File: src/rtl/tmr16_pkg.sv
package tmr16_pkg;
  typedef enum logic [1:0] {
    MODE_TIMER   = 2'd0,
    MODE_EVENT   = 2'd1,
    MODE_ONESHOT = 2'd2,
    MODE_PWM     = 2'd3
  } tmr_mode_e;

  // Control field, bit 5 down to bit 0.
  typedef struct packed {
    logic      pwm8;
    logic      quad;
    logic      up;
    logic      start;
    tmr_mode_e mode;
  } tmr_ctl_t;

  localparam int CTL_W = 6;
endpackage

File: src/rtl/tmr16_regs.sv
module tmr16_regs
  import tmr16_pkg::*;
#(
  parameter int W = 16
) (
  input  logic         clk,
  input  logic         rst_n,
  input  logic         wr_en,
  input  logic [1:0]   wr_addr,
  input  logic [W-1:0] wr_data,
  output tmr_ctl_t     ctl,
  output logic [W-1:0] reload,
  output logic         reload_ld
);
  localparam logic [1:0] ADDR_CTL = 2'd0;
  localparam logic [1:0] ADDR_RLD = 2'd1;

  logic unused_hi;
  assign unused_hi = ^wr_data[W-1:CTL_W];

  logic wr_ctl, wr_rld;
  assign wr_ctl = wr_en && (wr_addr == ADDR_CTL);
  assign wr_rld = wr_en && (wr_addr == ADDR_RLD);

  always_ff @(posedge clk) begin
    if (!rst_n) begin
      ctl       <= '0;
      reload    <= '0;
      reload_ld <= 1'b0;
    end else begin
      if (wr_ctl) ctl <= tmr_ctl_t'(wr_data[CTL_W-1:0]);
      if (wr_rld) reload <= wr_data;
      reload_ld <= wr_rld;
    end
  end

  // reload register follows a write to address 1
  a_r2_reload_write: assert property (@(posedge clk) disable iff (!rst_n)
    wr_rld |=> (reload == $past(wr_data)) && reload_ld);
endmodule

File: src/rtl/tmr16_edge.sv
module tmr16_edge (
  input  logic clk,
  input  logic rst_n,
  input  logic in_a,
  input  logic in_b,
  input  logic trig,
  input  logic quad,
  input  logic up,
  output logic ev_up,
  output logic ev_dn,
  output logic trig_rise
);
  logic a_q, t_q;
  logic a_rise;

  always_ff @(posedge clk) begin
    if (!rst_n) begin
      a_q <= 1'b0;
      t_q <= 1'b0;
    end else begin
      a_q <= in_a;
      t_q <= trig;
    end
  end

  assign a_rise    = in_a && !a_q;
  assign trig_rise = trig && !t_q;

  always_comb begin
    if (quad) begin
      ev_up = a_rise && !in_b;
      ev_dn = a_rise &&  in_b;
    end else begin
      ev_up = a_rise &&  up;
      ev_dn = a_rise && !up;
    end
  end

  // an edge event needs the input to have been low one clock before
  a_r5_edge_needs_low: assert property (@(posedge clk) disable iff (!rst_n)
    (ev_up || ev_dn) |-> !$past(in_a));
endmodule

File: src/rtl/tmr16_core.sv
module tmr16_core
  import tmr16_pkg::*;
#(
  parameter int W = 16
) (
  input  logic         clk,
  input  logic         rst_n,
  input  tmr_ctl_t     ctl,
  input  logic [W-1:0] reload,
  input  logic         reload_ld,
  input  logic         tick,
  input  logic         ev_up,
  input  logic         ev_dn,
  input  logic         trig_rise,
  output logic [W-1:0] cnt,
  output logic         pin,
  output logic         irq
);
  localparam int          HALF  = W / 2;
  localparam logic [W-1:0] ZERO = '0;
  localparam logic [W-1:0] ONE  = W'(1);
  localparam logic [W-1:0] CMAX = '1;
  localparam logic [W-1:0] PMAX = CMAX - ONE;
  localparam logic [HALF-1:0] LONE  = HALF'(1);
  localparam logic [HALF-1:0] LPMAX = {HALF{1'b1}} - LONE;

  // Next PWM phase: {wrap, next count}
  function automatic logic [W:0] pwm_step(input logic [W-1:0] c,
                                          input logic [W-1:0] r,
                                          input logic eight);
    logic [HALF-1:0] hi, lo;
    logic wrap;
    wrap = 1'b0;
    hi   = c[W-1:HALF];
    lo   = c[HALF-1:0];
    if (!eight) begin
      if (c >= PMAX) return {1'b1, ZERO};
      return {1'b0, c + ONE};
    end
    if (hi >= r[W-1:HALF]) begin
      hi = '0;
      if (lo >= LPMAX) begin
        lo   = '0;
        wrap = 1'b1;
      end else begin
        lo = lo + LONE;
      end
    end else begin
      hi = hi + LONE;
    end
    return {wrap, hi, lo};
  endfunction

  // High phase of the modulator
  function automatic logic pwm_high(input logic [W-1:0] c,
                                    input logic [W-1:0] r,
                                    input logic eight);
    if (eight) return c[HALF-1:0] < r[HALF-1:0];
    return c < r;
  endfunction

  logic         tog, run;
  logic [W-1:0] nxt_cnt;
  logic         nxt_tog, nxt_run, fire;
  logic [W:0]   pstep;

  assign pstep = pwm_step(cnt, reload, ctl.pwm8);

  always_comb begin
    nxt_cnt = cnt;
    nxt_tog = tog;
    nxt_run = run;
    fire    = 1'b0;
    if (!ctl.start) begin
      nxt_tog = 1'b0;
      nxt_run = 1'b0;
      if (reload_ld) nxt_cnt = reload;
    end else begin
      unique case (ctl.mode)
        MODE_TIMER: begin
          if (tick) begin
            if (cnt == ZERO) begin
              nxt_cnt = reload;
              nxt_tog = !tog;
              fire    = 1'b1;
            end else begin
              nxt_cnt = cnt - ONE;
            end
          end
        end
        MODE_EVENT: begin
          if (ev_up) begin
            if (cnt == CMAX) begin
              nxt_cnt = reload;
              nxt_tog = !tog;
              fire    = 1'b1;
            end else begin
              nxt_cnt = cnt + ONE;
            end
          end else if (ev_dn) begin
            if (cnt == ZERO) begin
              nxt_cnt = reload;
              nxt_tog = !tog;
              fire    = 1'b1;
            end else begin
              nxt_cnt = cnt - ONE;
            end
          end
        end
        MODE_ONESHOT: begin
          if (!run) begin
            if (trig_rise && (reload != ZERO)) begin
              nxt_cnt = reload;
              nxt_run = 1'b1;
            end
          end else if (tick) begin
            if (cnt == ONE) begin
              nxt_cnt = reload;
              nxt_run = 1'b0;
              fire    = 1'b1;
            end else begin
              nxt_cnt = cnt - ONE;
            end
          end
        end
        MODE_PWM: begin
          if (!run) begin
            if (trig_rise) begin
              nxt_cnt = ZERO;
              nxt_run = 1'b1;
            end
          end else if (tick) begin
            nxt_cnt = pstep[W-1:0];
            fire    = pstep[W];
          end
        end
        default: ;
      endcase
    end
  end

  always_ff @(posedge clk) begin
    if (!rst_n) begin
      cnt <= '0;
      tog <= 1'b0;
      run <= 1'b0;
      irq <= 1'b0;
    end else begin
      cnt <= nxt_cnt;
      tog <= nxt_tog;
      run <= nxt_run;
      irq <= fire;
    end
  end

  always_comb begin
    pin = 1'b0;
    if (ctl.start) begin
      unique case (ctl.mode)
        MODE_TIMER, MODE_EVENT: pin = tog;
        MODE_ONESHOT:           pin = run;
        MODE_PWM:               pin = run && pwm_high(cnt, reload, ctl.pwm8);
        default:                pin = 1'b0;
      endcase
    end
  end

  // a stopped counter holds unless a reload load is pending
  a_r3_frozen: assert property (@(posedge clk) disable iff (!rst_n)
    (!ctl.start && !reload_ld) |=> $stable(cnt));

  // a tick at zero in timer mode reloads and interrupts
  a_r4_timer_reload: assert property (@(posedge clk) disable iff (!rst_n)
    (ctl.start && ctl.mode == MODE_TIMER && tick && cnt == ZERO)
      |=> (cnt == $past(reload)) && irq);

  // an up event below the top steps the counter by one
  a_r5_event_step: assert property (@(posedge clk) disable iff (!rst_n)
    (ctl.start && ctl.mode == MODE_EVENT && ev_up && cnt != CMAX)
      |=> cnt == $past(cnt) + ONE);

  // the last one-shot tick ends the run with an interrupt
  a_r7_end_irq: assert property (@(posedge clk) disable iff (!rst_n)
    (ctl.start && ctl.mode == MODE_ONESHOT && run && tick && cnt == ONE)
      |=> irq && !run);

  // the 16-bit modulator never reaches the all-ones count
  a_r8_pwm_range: assert property (@(posedge clk) disable iff (!rst_n)
    (ctl.start && ctl.mode == MODE_PWM && !ctl.pwm8 && run) |-> cnt <= PMAX);
endmodule

File: src/rtl/tmr16_multi.sv
module tmr16_multi
  import tmr16_pkg::*;
(
  input  logic        clk,
  input  logic        rst_n,
  input  logic        wr_en,
  input  logic [1:0]  wr_addr,
  input  logic [15:0] wr_data,
  input  logic        tick,
  input  logic        ext_a,
  input  logic        ext_b,
  input  logic        trig,
  output logic [15:0] cnt_val,
  output logic        pin_out,
  output logic        irq
);
  localparam int W = 16;

  tmr_ctl_t     ctl;
  logic [W-1:0] reload;
  logic         reload_ld;
  logic         ev_up, ev_dn, trig_rise;

  tmr16_regs #(.W(W)) u_regs (
    .clk       (clk),
    .rst_n     (rst_n),
    .wr_en     (wr_en),
    .wr_addr   (wr_addr),
    .wr_data   (wr_data),
    .ctl       (ctl),
    .reload    (reload),
    .reload_ld (reload_ld)
  );

  tmr16_edge u_edge (
    .clk       (clk),
    .rst_n     (rst_n),
    .in_a      (ext_a),
    .in_b      (ext_b),
    .trig      (trig),
    .quad      (ctl.quad),
    .up        (ctl.up),
    .ev_up     (ev_up),
    .ev_dn     (ev_dn),
    .trig_rise (trig_rise)
  );

  tmr16_core #(.W(W)) u_core (
    .clk       (clk),
    .rst_n     (rst_n),
    .ctl       (ctl),
    .reload    (reload),
    .reload_ld (reload_ld),
    .tick      (tick),
    .ev_up     (ev_up),
    .ev_dn     (ev_dn),
    .trig_rise (trig_rise),
    .cnt       (cnt_val),
    .pin       (pin_out),
    .irq       (irq)
  );

  // at most one direction of event at a time
  a_r10_one_event: assert property (@(posedge clk) disable iff (!rst_n)
    !(ev_up && ev_dn));
endmodule

File: config.mk
export PLATFORM = sky130hd
export DESIGN_NAME = tmr16_multi
export DESIGN_NICKNAME = d
export VERILOG_FILES = /design/src/rtl/tmr16_pkg.sv /design/src/rtl/tmr16_regs.sv /design/src/rtl/tmr16_edge.sv /design/src/rtl/tmr16_core.sv /design/src/rtl/tmr16_multi.sv
export SDC_FILE = /design/constraint.sdc
export NUM_CORES = 1
export LEC_CHECK = 0
export ABC_AREA = 0
export CAP_MARGIN = 20
export CORE_ASPECT_RATIO = 1.4
export CORE_MARGIN = 2
export CORE_UTILIZATION = 30
export DETAILED_ROUTE_END_ITERATION = 12
export SYNTH_ARGS = -nofsm -noshare
export SYNTH_HDL_FRONTEND = slang
export SYNTH_HIERARCHICAL = 1
export SYNTH_SLANG_ARGS = --single-unit
File: constraint.sdc
create_clock -name clk -period 7 [get_ports clk]
set_clock_uncertainty 0.2 [all_clocks]
set_input_delay 1.4 -clock clk [delete_from_list [all_inputs] [get_ports clk]]
set_output_delay 1.4 -clock clk [all_outputs]
set_load 0.1 [all_outputs]
## Word-level counts from Yosys, hierarchy flattened

Cells that the tools add are included.

- Add/subtract/negate cells: 4
- Order comparisons: 5
- Equality and inequality tests: 16
- Multiplexer cells: 60
- Reductions and logical operators: 27

Operators by type and width:

| operator | count |
|---|---|
| 2-to-1 mux 16 bit | 14 |
| case mux 16 bit (4 select lines) | 1 |
| 2-to-1 mux 17 bit | 3 |
| 2-to-1 mux 1 bit | 35 |
| 2-to-1 mux 8 bit | 3 |
| adder 16 x 1 -> 16 bit, second input constant | 1 |
| adder 8 x 1 -> 8 bit, second input constant | 2 |
| equality test 16 x 1 -> 1 bit, second input constant | 1 |
| equality test 16 bit, second input constant | 1 |
| greater-or-equal comparator 16 bit, second input constant | 1 |
| logical NOT 16 bit | 1 |
| < comparator 16 bit | 1 |
| nonzero test 16 bit | 1 |
| subtractor 16 x 1 -> 16 bit, second input constant | 1 |
| inequality test 4 bit, second input constant | 3 |
| logical AND 1 bit | 10 |
| greater-or-equal comparator 8 bit | 1 |
| greater-or-equal comparator 8 bit, second input constant | 1 |
| < comparator 8 bit | 1 |
| inequality test 4 x 2 -> 1 bit, second input constant | 2 |
| AND reduction 8 bit | 1 |
| AND reduction 7 bit | 1 |
| inequality test 3 bit, second input constant | 2 |
| nonzero test 2 bit | 3 |
| other kinds (13) | 21 |

- Flip-flop bits (word level): 44
- Output and inout bits: 18

## Logic depth before layout (Yosys ltp)

- Depth in word-level cells: 9
- Gate-level depth with buffers: 12
- Depth with buffers taken out: 10

## Modules after synthesis

Netlist, hierarchy kept.

Modules (own cells, without submodules):

| module | times used | cells an instance | area each (um^2) | sequential area each (um^2) |
|---|---|---|---|---|
| tmr16_core | 1 | 432 | 2985.4 | 380.4 |
| tmr16_regs | 1 | 93 | 900.9 | 460.4 |
| tmr16_edge | 1 | 10 | 98.8 | 40.0 |

## Least setup slack after synthesis

OpenSTA, ideal clock, no wires.

- Path kind: reg-to-output
- Start point: register u_core.cnt[1]
- End point: output pin_out
- Arrival time: 4.365 ns
- Path slack: 1.035 ns
- Stages on the path, launching flop included: 9
- Path buffers: 0
- Path through: dfxtp_1 -> ha_1 -> a21boi_0 -> o21a_1 -> o21ai_0 -> nand2b_1 -> a21oi_1 -> o21ai_0 -> a221oi_1

- Word-level cells in the longest chain between the ends: 8
- Elaborated cells between the ends (all ways): 9
- Classes of those cells: order compare: 2; mux: 6; reduce/logical: 1

Ends and longest elaborated chain:

| element | line | text |
|---|---|---|
| from (decl) | tmr16_core.sv:15 | `output logic [W-1:0] cnt,` |
| from (signal assigned) | tmr16_core.sv:149 | `cnt <= nxt_cnt;` |
| < comparator 8 bit | tmr16_core.sv:58 | `if (eight) return c[HALF-1:0] < r[HALF-1:0];` |
| 2-to-1 mux 1 bit | tmr16_core.sv:58 |  |
| 2-to-1 mux 1 bit * | tmr16_core.sv:59 | `return c < r;` |
| 2-to-1 mux 1 bit * | tmr16_core.sv:159 | `unique case (ctl.mode)` |
| 2-to-1 mux 1 bit * | tmr16_core.sv:158 | `if (ctl.start) begin` |
| logical AND 1 bit * | tmr16_core.sv:162 | `MODE_PWM: pin = run && pwm_high(cnt, reload, ctl.pwm8);` |
| case mux 1 bit (3 select lines) * | tmr16_core.sv:159 |  |
| 2-to-1 mux 1 bit * | tmr16_core.sv:158 |  |
| to (decl) | tmr16_multi.sv:14 | `output logic pin_out,` |

Mark *: on every way between the ends. The rest lies on a longest branch, timed or not. The select of a mux whose other input is x is not followed.

## Worst setup path after layout

Ends and elaborated chain as after synthesis.

==> results.md <==
- Crit Path Class: reg2out
- Min Tclk post-route: 5.20 ns
- Share of layout cells above drive strength 1: 5.08%
- Fin nets: 599
- Total power: 823 uW
- Total number of vias: 4211
- Row cnt: 49
- Post-CTS Setup Inserts: 0
- Clk slew on worst S/H paths: 0.07 ns
- Htree depth: 2
- Number of synthesis warnings: 6
- Clk_lat worst skew: 0.30 ns
- Post-route ant nets: 0
- RSZ-0062 raised after global routing: no
- Synthesized cell area: 0.00399 sq mm
- Number of synthesized flops with an enable pin: 0
- DRT Wirelength: 14100 microns
- Dpl ws: 2.12 ns
- DRC viols: 0
- Largest net degree at the start of global routing: 58
- Post-synthesis cell type count: 67
- TritonCTS Buffers: 5
- P_leak: 1.63 nW
- Setup TNS: 0 ns
- Primary FF master, synth: dfxtp_1
- PostCTS Resize Cnt: 0
- Max FO, Critical Path: 13
- Startpoint class of the critical path: flip-flop
- Syn_nets: 584
- PortBufs: 42
- Post-DP HPWL: 10300 microns
- Die Wd: 101 microns
- GRT Overall Usage: 20.0%
- FMAX: 192 MHz
- Synth-to-Final Area Change: 15.9%
- Wirelength per Cell: 19.4 microns
- CTS tree: built
- DIE HEIGHT: 140 microns
- Setup crit end kind: primary output
- Top cells by area, synth: dfxtp_1 (22%), ha_1 (7.5%), nand2_1 (7.4%)
- CP required: 5.40 ns
- Sequential share of the synthesized area: 22.1%
- Arr. time, crit path: 3.60 ns
- CTS Hold Bufs: 0
- GRT overflow: 0
- Yosys top cell by area: dfxtp_1
- Slew Limit Fails: 0
- Vias in the first global route: 4196
- Synth Register Bits: 44
- Sink Count: 44
- Cells after Synth: 535
- Number of diodes: 0
- First-pass GRT wire length: 22400 microns
- Hold Path Class: reg2reg
- Final setup margin: 1.80 ns
- Max-cap violations: 0
- Worst slew margin: 30.8%
- Highest-count cells in the layout ignoring fill and taps: nand2_1 (79), dfxtp_1 (44), clkdlybuf4s50_1 (41), nor2_1 (37), o21ai_0 (29)
- Root Buffer: clkbuf_16
- Starting Density: 30.8%
- Status: complete, no violations
- Fillers: 1377
- Synth Area per Inst: 7.45 sq um
- Avg Vias per Cell: 5.78
- Final non-filler cell total: 729
- # placed instances: 721
- Total core area: 0.0129 sq mm
- Cell Pwr Density: 178 mW/mm^2
- CTS Buffer Depth: 2
- Slew @ Worst Pin: 1.03 ns
- DR iter-0 viols: 403
- Setup violations, final: 0
- Commonest non-fill, non-tap cell in the layout: nand2_1
- Peak supply drop: 0.0887 mV
- Final hold violations: 0
- Number of I/O pins: 43
- Final GP Congestion: 1.03
- DIE AREA: 0.0142 sq mm
- Share of flip-flops with an asynchronous set or reset: 0%
- Antenna violations before repair: 0
- R2r setup slk: 3.20 ns
- Share of the synthesized area in the top cell type: 22.1%
- Detailed Routing Iterations Pass 1: 7
- Final worst-path cycle share: 74.3%
-- state kept, by name, indices dropped and copies added (netlist names) --
| name | flops |
|---|---|
| u_core/tog | 1 |
| u_regs/reload | 16 |
| u_core/cnt | 16 |
| u_regs/reload_ld | 1 |
| u_edge/a_q | 1 |
| u_core/run | 1 |
| u_regs/ctl | 6 |
| u_core/irq | 1 |
| u_edge/t_q | 1 |
-- cell families after synthesis --
kind of cell               after synthesis  share of synthesized area (%)
muxes                                   26                           6.59
AOI/OAI and AO/OA                      142                           24.5
buffers and inverters                   66                           7.85
DFF                                     44                           22.1
and+or+nand+nor                        209                           26.1
adders and majority gates               24                           7.54
xor gates and xnor gates                24                           5.27
-- where the power goes --
| part | switching (mW) | internal [mW] | total (mW) |
|---|---|---|---|
| Sequential | 0.0235 | 0.259 | 0.282 |
| Combinational | 0.152 | 0.0964 | 0.248 |
| Clock | 0.120 | 0.173 | 0.293 |
-- Yosys cell counts (3+ instances only) --
cell type	n
o21ai_0	29
or2_2	3
xor2_1	11
a41oi_1	3
nand4_1	11
nand3_1	20
o2111ai_1	4
clkbuf_1	19
nand2b_1	11
o221ai_1	4
inv_1	28
or3_1	3
a22oi_1	8
o21a_1	4
and2_1	5
a21o_1	7
buf_6	5
and3_1	5
a211oi_1	7
nor3_1	9
o211ai_1	6
nor2b_1	3
nor4_1	7
buf_2	9
buf_4	4
dfxtp_1	44
a21oi_1	26
a31oi_1	8
nand2_1	79
ha_1	24
xnor2_1	13
nor2_1	37
mux2i_1	24
a221oi_1	10
-- path summary, 6_finish.rpt --
path / start / to / cells after the start
min reg2reg: u_regs/ctl[4] / u_regs/ctl[4] / 2
max reg2reg: u_core/cnt[8] / u_core/cnt[2] / 10
max: u_core/cnt[1] / pin_out / 9
min: u_regs/ctl[4] / u_regs/ctl[4] / 2
-- critical path, cell delays in order (launching register included) --
cell,delay (ns)
dfxtp_1,0.58
ha_1,0.31
a21boi_0,0.12
o21a_1,0.18
o21ai_0,0.14
nand2b_1,0.07
a21oi_1,0.13
o21ai_0,0.17
a221oi_1,0.39
clkdlybuf4s50_1,1.20
-- routing by layer --
metal	up-vias	global-route usage [%]	part of all wire [%]
met1	1981	23.1	40
met2	198	34.5	50
met3	52	2.69	5.6
met4	0	11.7	4.9
li1	1980	-	-
met5	-	0	0
-- cell type report --
cell class	instances	area, sq um	area share [%]
Inverter	28	105	2.27
Tap cell	178	223	4.82
Multi-Input combinational cell	425	2790	60.4
Clock inverter	3	50.0	1.08
Sequential cell	44	881	19.1
Clock buffer	5	125	2.71
Timing Repair Buffer	46	445	9.64
-- stage by stage --
step                instance area (sq um)  util [%]  hold WS (ns)
finish                               4620      35.7         0.278
detailed placement                   4450      34.4         0.271
global placement                     4450      34.4         0.254
global route                         4620      35.7         0.311
CTS                                  4620      35.7         0.281
floorplan                            3990         -         0.235
Power figures use the tool's default switching activity.
